File: config.mk
export PLATFORM = sky130hd
export DESIGN_NAME = bic_batch_check
export DESIGN_NICKNAME = d
export VERILOG_FILES = /design/src/rtl/bic_pkg.sv /design/src/rtl/bic_seq.sv /design/src/rtl/bic_div_lane.sv /design/src/rtl/bic_batch_check.sv
export SDC_FILE = /design/constraint.sdc
export NUM_CORES = 1
export LEC_CHECK = 0
export ABC_AREA = 1
export BUFFER_PORTS_ARGS = -buffer_cell sky130_fd_sc_hd__buf_2
export CAP_MARGIN = 20
export CORE_UTILIZATION = 40
export CTS_CLUSTER_SIZE = 8
export DETAILED_ROUTE_END_ITERATION = 10
export GPL_ROUTABILITY_DRIVEN = 0
export GPL_TIMING_DRIVEN = 0
export PLACE_DENSITY_LB_ADDON = 0.15
export SLEW_MARGIN = 20
export SYNTH_ARGS = -nofsm -noshare
export SYNTH_HDL_FRONTEND = slang
export SYNTH_SLANG_ARGS = --single-unit
File: constraint.sdc
create_clock -name clk -period 4.4 [get_ports clk]
set_clock_uncertainty 0.1 [all_clocks]
set_input_delay 0 -clock clk [delete_from_list [all_inputs] [get_ports clk]]
set_output_delay 0 -clock clk [all_outputs]
set_load 0.05 [all_outputs]
File: src/rtl/bic_pkg.sv
package bic_pkg;
  localparam int unsigned BIC_PAIRS  = 2;
  localparam int unsigned BIC_STEPS  = 2 * BIC_PAIRS;
  localparam int unsigned BIC_LANES  = 2 * BIC_STEPS;

  typedef enum logic [1:0] {
    BIC_IDLE = 2'd0,
    BIC_RUN  = 2'd1,
    BIC_FIN  = 2'd2
  } bic_state_e;
endpackage

File: src/rtl/bic_seq.sv
module bic_seq #(
  parameter int unsigned W = 7
) (
  input  logic clk,
  input  logic rst,
  input  logic req_valid,
  output logic req_ready,
  output logic start,
  output logic step_en,
  output logic finish
);
  import bic_pkg::*;

  localparam int unsigned CW = $clog2(W + 1);
  localparam logic [CW-1:0] LAST = CW'(W - 1);

  bic_state_e state_q;
  logic [CW-1:0] cnt_q;

  assign req_ready = (state_q == BIC_IDLE);
  assign start     = req_valid && req_ready;
  assign step_en   = (state_q == BIC_RUN);
  assign finish    = (state_q == BIC_FIN);

  always_ff @(posedge clk) begin
    if (rst) begin
      state_q <= BIC_IDLE;
      cnt_q   <= '0;
    end else begin
      case (state_q)
        BIC_IDLE: if (start) begin
          state_q <= BIC_RUN;
          cnt_q   <= '0;
        end
        BIC_RUN: begin
          cnt_q <= cnt_q + 1'b1;
          if (cnt_q == LAST) state_q <= BIC_FIN;
        end
        default: state_q <= BIC_IDLE;
      endcase
    end
  end
endmodule

File: src/rtl/bic_div_lane.sv
module bic_div_lane #(
  parameter int unsigned W = 7
) (
  input  logic         clk,
  input  logic         rst,
  input  logic         start,
  input  logic         step_en,
  input  logic [W-1:0] dividend,
  input  logic [W-1:0] divisor,
  output logic [W-1:0] quotient
);
  logic [W-1:0] rem_q, quo_q, dvs_q;
  logic [W:0]   shifted, trial;
  logic         fits;

  assign shifted  = {rem_q, quo_q[W-1]};
  assign fits     = shifted >= {1'b0, dvs_q};
  assign trial    = shifted - {1'b0, dvs_q};
  assign quotient = quo_q;

  always_ff @(posedge clk) begin
    if (rst) begin
      rem_q <= '0;
      quo_q <= '0;
      dvs_q <= '0;
    end else if (start) begin
      rem_q <= '0;
      quo_q <= dividend;
      dvs_q <= divisor;
    end else if (step_en) begin
      if (fits) begin
        rem_q <= trial[W-1:0];
        quo_q <= {quo_q[W-2:0], 1'b1};
      end else begin
        rem_q <= shifted[W-1:0];
        quo_q <= {quo_q[W-2:0], 1'b0};
      end
    end
  end
endmodule

File: src/rtl/bic_batch_check.sv
module bic_batch_check #(
  parameter int unsigned W = 7
) (
  input  logic         clk,
  input  logic         rst,
  input  logic         req_valid,
  output logic         req_ready,
  input  logic [W-1:0] hint,
  input  logic [W-1:0] eff_hint,
  input  logic         indep_off,
  input  logic [W-1:0] src_step_a,
  input  logic [W-1:0] src_step_b,
  input  logic [W-1:0] dst_step_a,
  input  logic [W-1:0] dst_step_b,
  output logic         done,
  output logic         src_same,
  output logic         dst_same,
  output logic [W-1:0] src_batch_a,
  output logic [W-1:0] src_batch_b,
  output logic [W-1:0] dst_batch_a,
  output logic [W-1:0] dst_batch_b
);
  import bic_pkg::*;

  logic start, step_en, finish;
  logic [W-1:0] div_prog, div_eff;
  logic [W-1:0] steps [BIC_STEPS];
  logic [W-1:0] quo   [BIC_LANES];

  bic_seq #(.W(W)) u_seq (
    .clk(clk), .rst(rst), .req_valid(req_valid), .req_ready(req_ready),
    .start(start), .step_en(step_en), .finish(finish)
  );

  // A missing or disabled hint divides by one: every step is its own batch.
  always_comb begin
    div_prog = (hint == '0 || indep_off) ? W'(1) : hint;
    div_eff  = (eff_hint == '0 || eff_hint >= div_prog) ? div_prog : eff_hint;
  end

  assign steps[0] = src_step_a;
  assign steps[1] = src_step_b;
  assign steps[2] = dst_step_a;
  assign steps[3] = dst_step_b;

  // Lanes 0..3 use the programmed divisor, lanes 4..7 the effective one.
  for (genvar g = 0; g < BIC_LANES; g++) begin : g_lane
    localparam int unsigned SI = g % BIC_STEPS;
    bic_div_lane #(.W(W)) u_lane (
      .clk(clk), .rst(rst), .start(start), .step_en(step_en),
      .dividend(steps[SI]),
      .divisor((g < BIC_STEPS) ? div_prog : div_eff),
      .quotient(quo[g])
    );
  end

  always_ff @(posedge clk) begin
    if (rst) begin
      done        <= 1'b0;
      src_same    <= 1'b0;
      dst_same    <= 1'b0;
      src_batch_a <= '0;
      src_batch_b <= '0;
      dst_batch_a <= '0;
      dst_batch_b <= '0;
    end else begin
      done <= finish;
      if (finish) begin
        src_same    <= (quo[0] == quo[1]) && (quo[4] == quo[5]);
        dst_same    <= (quo[2] == quo[3]) && (quo[6] == quo[7]);
        src_batch_a <= quo[0];
        src_batch_b <= quo[1];
        dst_batch_a <= quo[2];
        dst_batch_b <= quo[3];
      end
    end
  end
endmodule

### After elaboration in Yosys (flattened, before gate mapping)

Cells that the tools add are included.

| cells by class | value |
|---|---|
| $add $sub $neg | 9 |
| $lt $le $gt $ge | 9 |
| equality and inequality tests | 9 |
| muxes and demuxes | 39 |
| reduce and logical (&&, ||, !) cells | 13 |

Operators with widths:

| kind | number |
|---|---|
| $mux W7 | 26 |
| $ge A8 B7 Y1 | 8 |
| $sub A7 B7 Y7 | 8 |
| $eq A7 B7 Y1 | 4 |
| $logic_not A7 Y1 | 2 |
| $mux W1 | 8 |
| $ge A7 B7 Y1 | 1 |
| $pmux W3 S2 | 1 |
| $mux W2 | 2 |
| $pmux W2 S2 | 1 |
| $reduce_and A2 Y1 | 2 |
| $reduce_bool A2 Y1 | 2 |
| $add A3 B1 Y3 const B | 1 |
| $eq A3 B3 Y1 const B | 1 |
| $logic_and A1 B1 Y1 | 3 |
| $mux W3 | 1 |
| $eq A2 B1 Y1 const B | 1 |
| $eq A2 B2 Y1 const B | 1 |
| $logic_not A2 Y1 | 1 |
| $logic_or A1 B1 Y1 | 2 |
| $ne A2 B1 Y1 const B | 1 |
| $ne A2 B2 Y1 const B | 1 |
| $reduce_or A2 Y1 | 1 |

| storage, ports and cells | value |
|---|---|
| flip-flop bits (word level) | 162 |
| input bits | 46 |
| output and inout port bits | 32 |
| word-level logic and storage cells | 106 |

### Longest topological paths before layout

| logic depth | value |
|---|---|
| depth after elaboration | 6 |
| gate-level depth with buffers | 13 |
| gate-level depth less buffers | 13 |

### By module

From an unflattened synthesis, not the netlist that was laid out.

| unflattened totals | value |
|---|---|
| cells, all modules | 1923 |
| area total of the unflattened synthesis | 12813.5 sq um |

Modules (own cells, without submodules):

| module | times used | cells an instance | area an instance (sq um) | seq. area each (sq um) |
|---|---|---|---|---|
| bic_div_lane at g_lane[0].u_lane ... | 6 | 195 | 1317.5 | 420.4 |
| bic_div_lane at g_lane[2].u_lane ... | 2 | 195 | 1331.3 | 420.4 |
| bic_batch_check | 1 | 329 | 1988.2 | 620.6 |
| bic_seq | 1 | 34 | 257.7 | 100.1 |

### Worst setup path after synthesis

No wires, ideal clock.

| path | value |
|---|---|
| path type | register to register |
| start | register g_lane[4].u_lane.quo_q[6] |
| end | register g_lane[4].u_lane.rem_q[3] |
| library setup time | 0.113 ns |
| data arrival time | 1.696 ns |
| required time | 4.187 ns |
| path slack | 2.491 ns |
| cell stages (with the launch flop) | 13 |
| buffers on the path | 1 |
| clock period less this slack | 1.909 ns |
| path through | dfxtp_1 > inv_1 > ha_1 > fa_1 > inv_1 > nand2_1 > nand2_1 > nand3_1 > nand3_2 > buf_6 > o21ai_1 > o21ai_1 > inv_1 |

| on the way | value |
|---|---|
| longest elaborated chain between the ends | 2 |
| elaborated cells between the ends (all ways) | 3 |
| classes of those cells | 1 x add/sub; 1 x order compare; 1 x mux |

Ends and longest elaborated chain:

| item | line | text |
|---|---|---|
| start: declaration | bic_div_lane.sv:12 | `logic [W-1:0] rem_q, quo_q, dvs_q;` |
| start signal: assignment | bic_div_lane.sv:28 | `quo_q <= dividend;` |
| start signal: assignment | bic_div_lane.sv:33 | `quo_q <= {quo_q[W-2:0], 1'b1};` |
| start signal: assignment | bic_div_lane.sv:36 | `quo_q <= {quo_q[W-2:0], 1'b0};` |
| $sub A7 B7 Y7 / $ge A8 B7 Y1 (equally long branches) | bic_div_lane.sv:18, bic_div_lane.sv:17 |  |
| $mux W7 * | bic_div_lane.sv:31 | `if (fits) begin` |
| end signal: assignment | bic_div_lane.sv:32 | `rem_q <= trial[W-1:0];` |
| end signal: assignment | bic_div_lane.sv:35 | `rem_q <= shifted[W-1:0];` |
| end: declaration | bic_div_lane.sv:12 |  |

Every way passes the cells marked *; elsewhere a longest branch is shown, timed or not.
A chain may end at the register's enable or synchronous reset.

### Worst setup path after layout

| path | value |
|---|---|
| start | input hint[2] |
| end | register g_lane[4].u_lane.dvs_q[5] |

| on the way | value |
|---|---|
| longest elaborated chain between the ends | 6 |

Ends and longest elaborated chain:

| item | line | text |
|---|---|---|
| start: declaration | bic_batch_check.sv:8 | `input logic [W-1:0] hint,` |
| $logic_not A7 Y1 | bic_batch_check.sv:37 | `div_prog = (hint == '0 \|\| indep_off) ? W'(1) : hint;` |
| $logic_or A1 B1 Y1 | bic_batch_check.sv:37 |  |
| $mux W7 * | bic_batch_check.sv:37 |  |
| $ge A7 B7 Y1 | bic_batch_check.sv:38 | `div_eff = (eff_hint == '0 \|\| eff_hint >= div_prog) ? div_prog : eff_hint;` |
| $logic_or A1 B1 Y1 | bic_batch_check.sv:38 |  |
| $mux W7 * | bic_batch_check.sv:38 |  |
| end signal: assignment | bic_div_lane.sv:29 | `dvs_q <= divisor;` |
| end: declaration | bic_div_lane.sv:12 |  |

Marks and branches as above.

==> results.sh <==
export IMPL_status="finished, final reports clean"
export IMPL_postCtsSetupBuffers=0
export IMPL_numCtsBuffers=17
export IMPL_maxCapViolCount=0
export IMPL_yosysWarnings=0
export IMPL_place_hpwl_um=23070
export IMPL_num_vias=10173
export IMPL_dr_pass1_iters=5
export IMPL_synth_avg_cell_area_um2=6.756
export IMPL_postSynthCellCount=1542
export IMPL_root_buffer="clkbuf_16"
export IMPL_ys_ff_latch=162
export IMPL_finalSetupViolCount=0
export IMPL_synth_top_area_cell="dfxtp_1"
export IMPL_slew_headroom_pct=46.51
export IMPL_p_leak_nw=5.957
export IMPL_grt_pass1_vias=9317
export IMPL_synth_top_area_share_pct=31.13
export IMPL_switching_share_pct=39.18
export IMPL_rows=58
export IMPL_drc_errors=0
export IMPL_worstMarginPinSlew_ps=802.4
export IMPL_core_um2=25400
export IMPL_clkLatencyLatePin_ps=450
export IMPL_drt_wl_total_um=31060
export IMPL_placed_area_um2=11210
export IMPL_clk_pin_slew_ps=80
export IMPL_dp_cells=1948
export IMPL_synth_async_reset_ratio_pct=0
export IMPL_p_int_mw=2.992
export IMPL_die_w_um=163.4
export IMPL_synth_edf_count=0
export IMPL_io_pins=78
export IMPL_p_sw_mw=1.928
export IMPL_start_util_pct=41.01
export IMPL_grt_first_pass_wirelength_um=48690
export IMPL_wire_per_inst_um=15.32
export IMPL_hold_violations=0
export IMPL_crit_arrival_ps=2990
export IMPL_nFillCells=2686
export IMPL_syn_area_um2=10420
export IMPL_die_y_um=163.4
export IMPL_fmax_ghz=0.3702
export IMPL_post_drt_via_cell_ratio=5.019
export IMPL_dieArea_um2=26690
export IMPL_layout_min_cycle_time_ps=2701
export IMPL_drive_gt1_share_pct=13.61
export IMPL_powerDensity_nw_per_um2=401.2
export IMPL_synth_area_leaders="dfxtp_1, nand2_1, inv_1"
export IMPL_setup_worst_path_start="hint[2]"
export IMPL_hp_start="indep_off"
export IMPL_synth_distinct_cells=39
export IMPL_finalPower_mw=4.920
export IMPL_hold_buffers=47
export IMPL_cts_tree="yes"
export IMPL_synth_most_common_cell="nand2_1"
export IMPL_maxSlewViolCount=0
export IMPL_final_area_um2=12260
export IMPL_fin_tns_setup_ps=0
export IMPL_seq_area_frac_synth_pct=31.13
export IMPL_ys_flop_type="dfxtp_1"
export IMPL_cts_resized=0
export IMPL_power_frac_seq_pct=33.7
export IMPL_start_kind="primary input"
export IMPL_io_buffer_count=76
export IMPL_min_path_type="primary input to register"
export IMPL_clockBufferDepth=2
export IMPL_drtIter0Drc=615
export IMPL_antenna_found_initial=0
export IMPL_period_share_pct=61.39
export IMPL_final_nets=1803
export IMPL_p_clk_share_pct=30.5
export IMPL_grtUsageTotal_pct=23.73
export IMPL_required_ps=4690
export IMPL_n_antenna_cell=0
export IMPL_rsz0062_at_grt="false"
export IMPL_synth_common_cells="nand2_1, inv_1, dfxtp_1"
export IMPL_synthesis_nets=1661
export IMPL_htree_num_levels=4
export IMPL_area_growth_pct=17.70
export IMPL_grt_max_degree=19
export IMPL_detail_route_antenna_nets=0
export IMPL_combPwrFrac_pct=35.8
export IMPL_cp_end_kind="register"
export IMPL_layout_cells_non_filler=2027
export IMPL_ir_drop_mv=0.2123
export IMPL_clock_sinks=162
export IMPL_rr_startpoint="g_lane[4].u_lane.dvs_q[1]"
export IMPL_critPathMaxFanout=9
export IMPL_grt_overflow=0
export IMPL_criticalPathCategory="primary input to register"
==> cell type report <==
cell class                      count  area (µm²)  share of cell area [%]
Buffer                             55       324.1                   2.643
Multi-Input combinational cell   1076        5916                   48.24
Clock inverter                     15       155.1                   1.265
Tap cell                          330       412.9                   3.367
Sequential cell                   162        3243                   26.45
Inverter                          249       934.6                   7.622
Timing Repair Buffer              123       850.8                   6.939
Clock buffer                       17       425.4                   3.469
==> logic make-up (layout without fill, tap and decap cells) <==
logic type	count (synthesis)	count (layout)	share of synthesized area (%)
AOI/OAI and AO/OA	266	266	15.25
xor gates and xnor gates	31	31	2.606
adders and majority gates	73	73	9.344
buffers and inverters	304	459	12.08
DFF	162	162	31.13
and+or+nand+nor	706	706	29.58
==> sequential cells by signal, summed over array words and instances (netlist names) <==
name / count
g_lane.u_lane.rem_q: 56
g_lane.u_lane.quotient: 56
src_batch_b: 7
dst_batch_a: 7
g_lane.u_lane.dvs_q: 14
dst_same: 1
src_batch_a: 7
src_same: 1
u_seq.state_q: 2
u_seq.cnt_q: 3
dst_batch_b: 7
done: 1
==> layer usage <==
layer	up-vias	global-route usage (%)	wire [µm]
met5	-	0	0
met3	37	3.250	1537
met4	0	5.565	474
li1	5220	-	-
met1	4692	33.35	15150
met2	224	38.12	13890
==> through the flow <==
| step | hold slack (ps) | worst slack [ps] | utilization (%) |
|---|---|---|---|
| 2_1_floorplan | 81.57 | 2491 | - |
| 3_3_place_gp | 209.9 | 2080 | 44.14 |
| 3_5_place_dp | 209.0 | 2060 | 44.14 |
| 4_1_cts | 0.5388 | 1729 | 48.28 |
| 5_1_grt | 85.41 | 1377 | 48.28 |
| 6_report | 11.55 | 1699 | 48.28 |
==> cell usage in the layout, fill, tap and decap left out, types with 47 or more instances in the layout <==
cell	Yosys	layout
nand2_1	443	443
inv_1	244	244
dfxtp_1	162	162
a21oi_1	99	99
nor2_1	98	98
buf_2	20	96
nand3_1	73	73
ha_1	65	65
a31oi_1	51	51
dlygate4sd3_1	0	47
==> critical path, stage by stage <==
cell,delay (ps)
dlygate4sd3_1,540
buf_2,130
nor3_1,160
nand3_1,90
nand2_1,120
inv_1,90
nand2_1,130
ha_1,270
a21oi_1,140
o21ai_0,100
nor2_2,290
nand2_1,160
nand2_1,90
nand3_1,50
dlygate4sd3_1,560
nand2_1,50
==> power groups by stage <==
stage | Sequential [mW] | Clock (mW) | Combinational [mW]
floorplan | 1.65 | 0 | 1.35
global placement | 1.69 | 0 | 1.70
detailed placement | 1.69 | 0 | 1.72
CTS | 1.65 | 1.52 | 1.76
global route | 1.67 | 1.58 | 1.98
finish | 1.66 | 1.50 | 1.76
==> final timing paths <==
path                               endpoint  slack, ps  cells past startpoint
setup reg to reg  g_lane[7].u_lane.rem_q[6]       2030                     10
hold reg to reg   g_lane[4].u_lane.dvs_q[3]        360                      2
setup / recovery  g_lane[4].u_lane.dvs_q[5]       1700                     16
hold / removal    g_lane[1].u_lane.dvs_q[2]         10                      6
(Power assumes the default switching activity.)
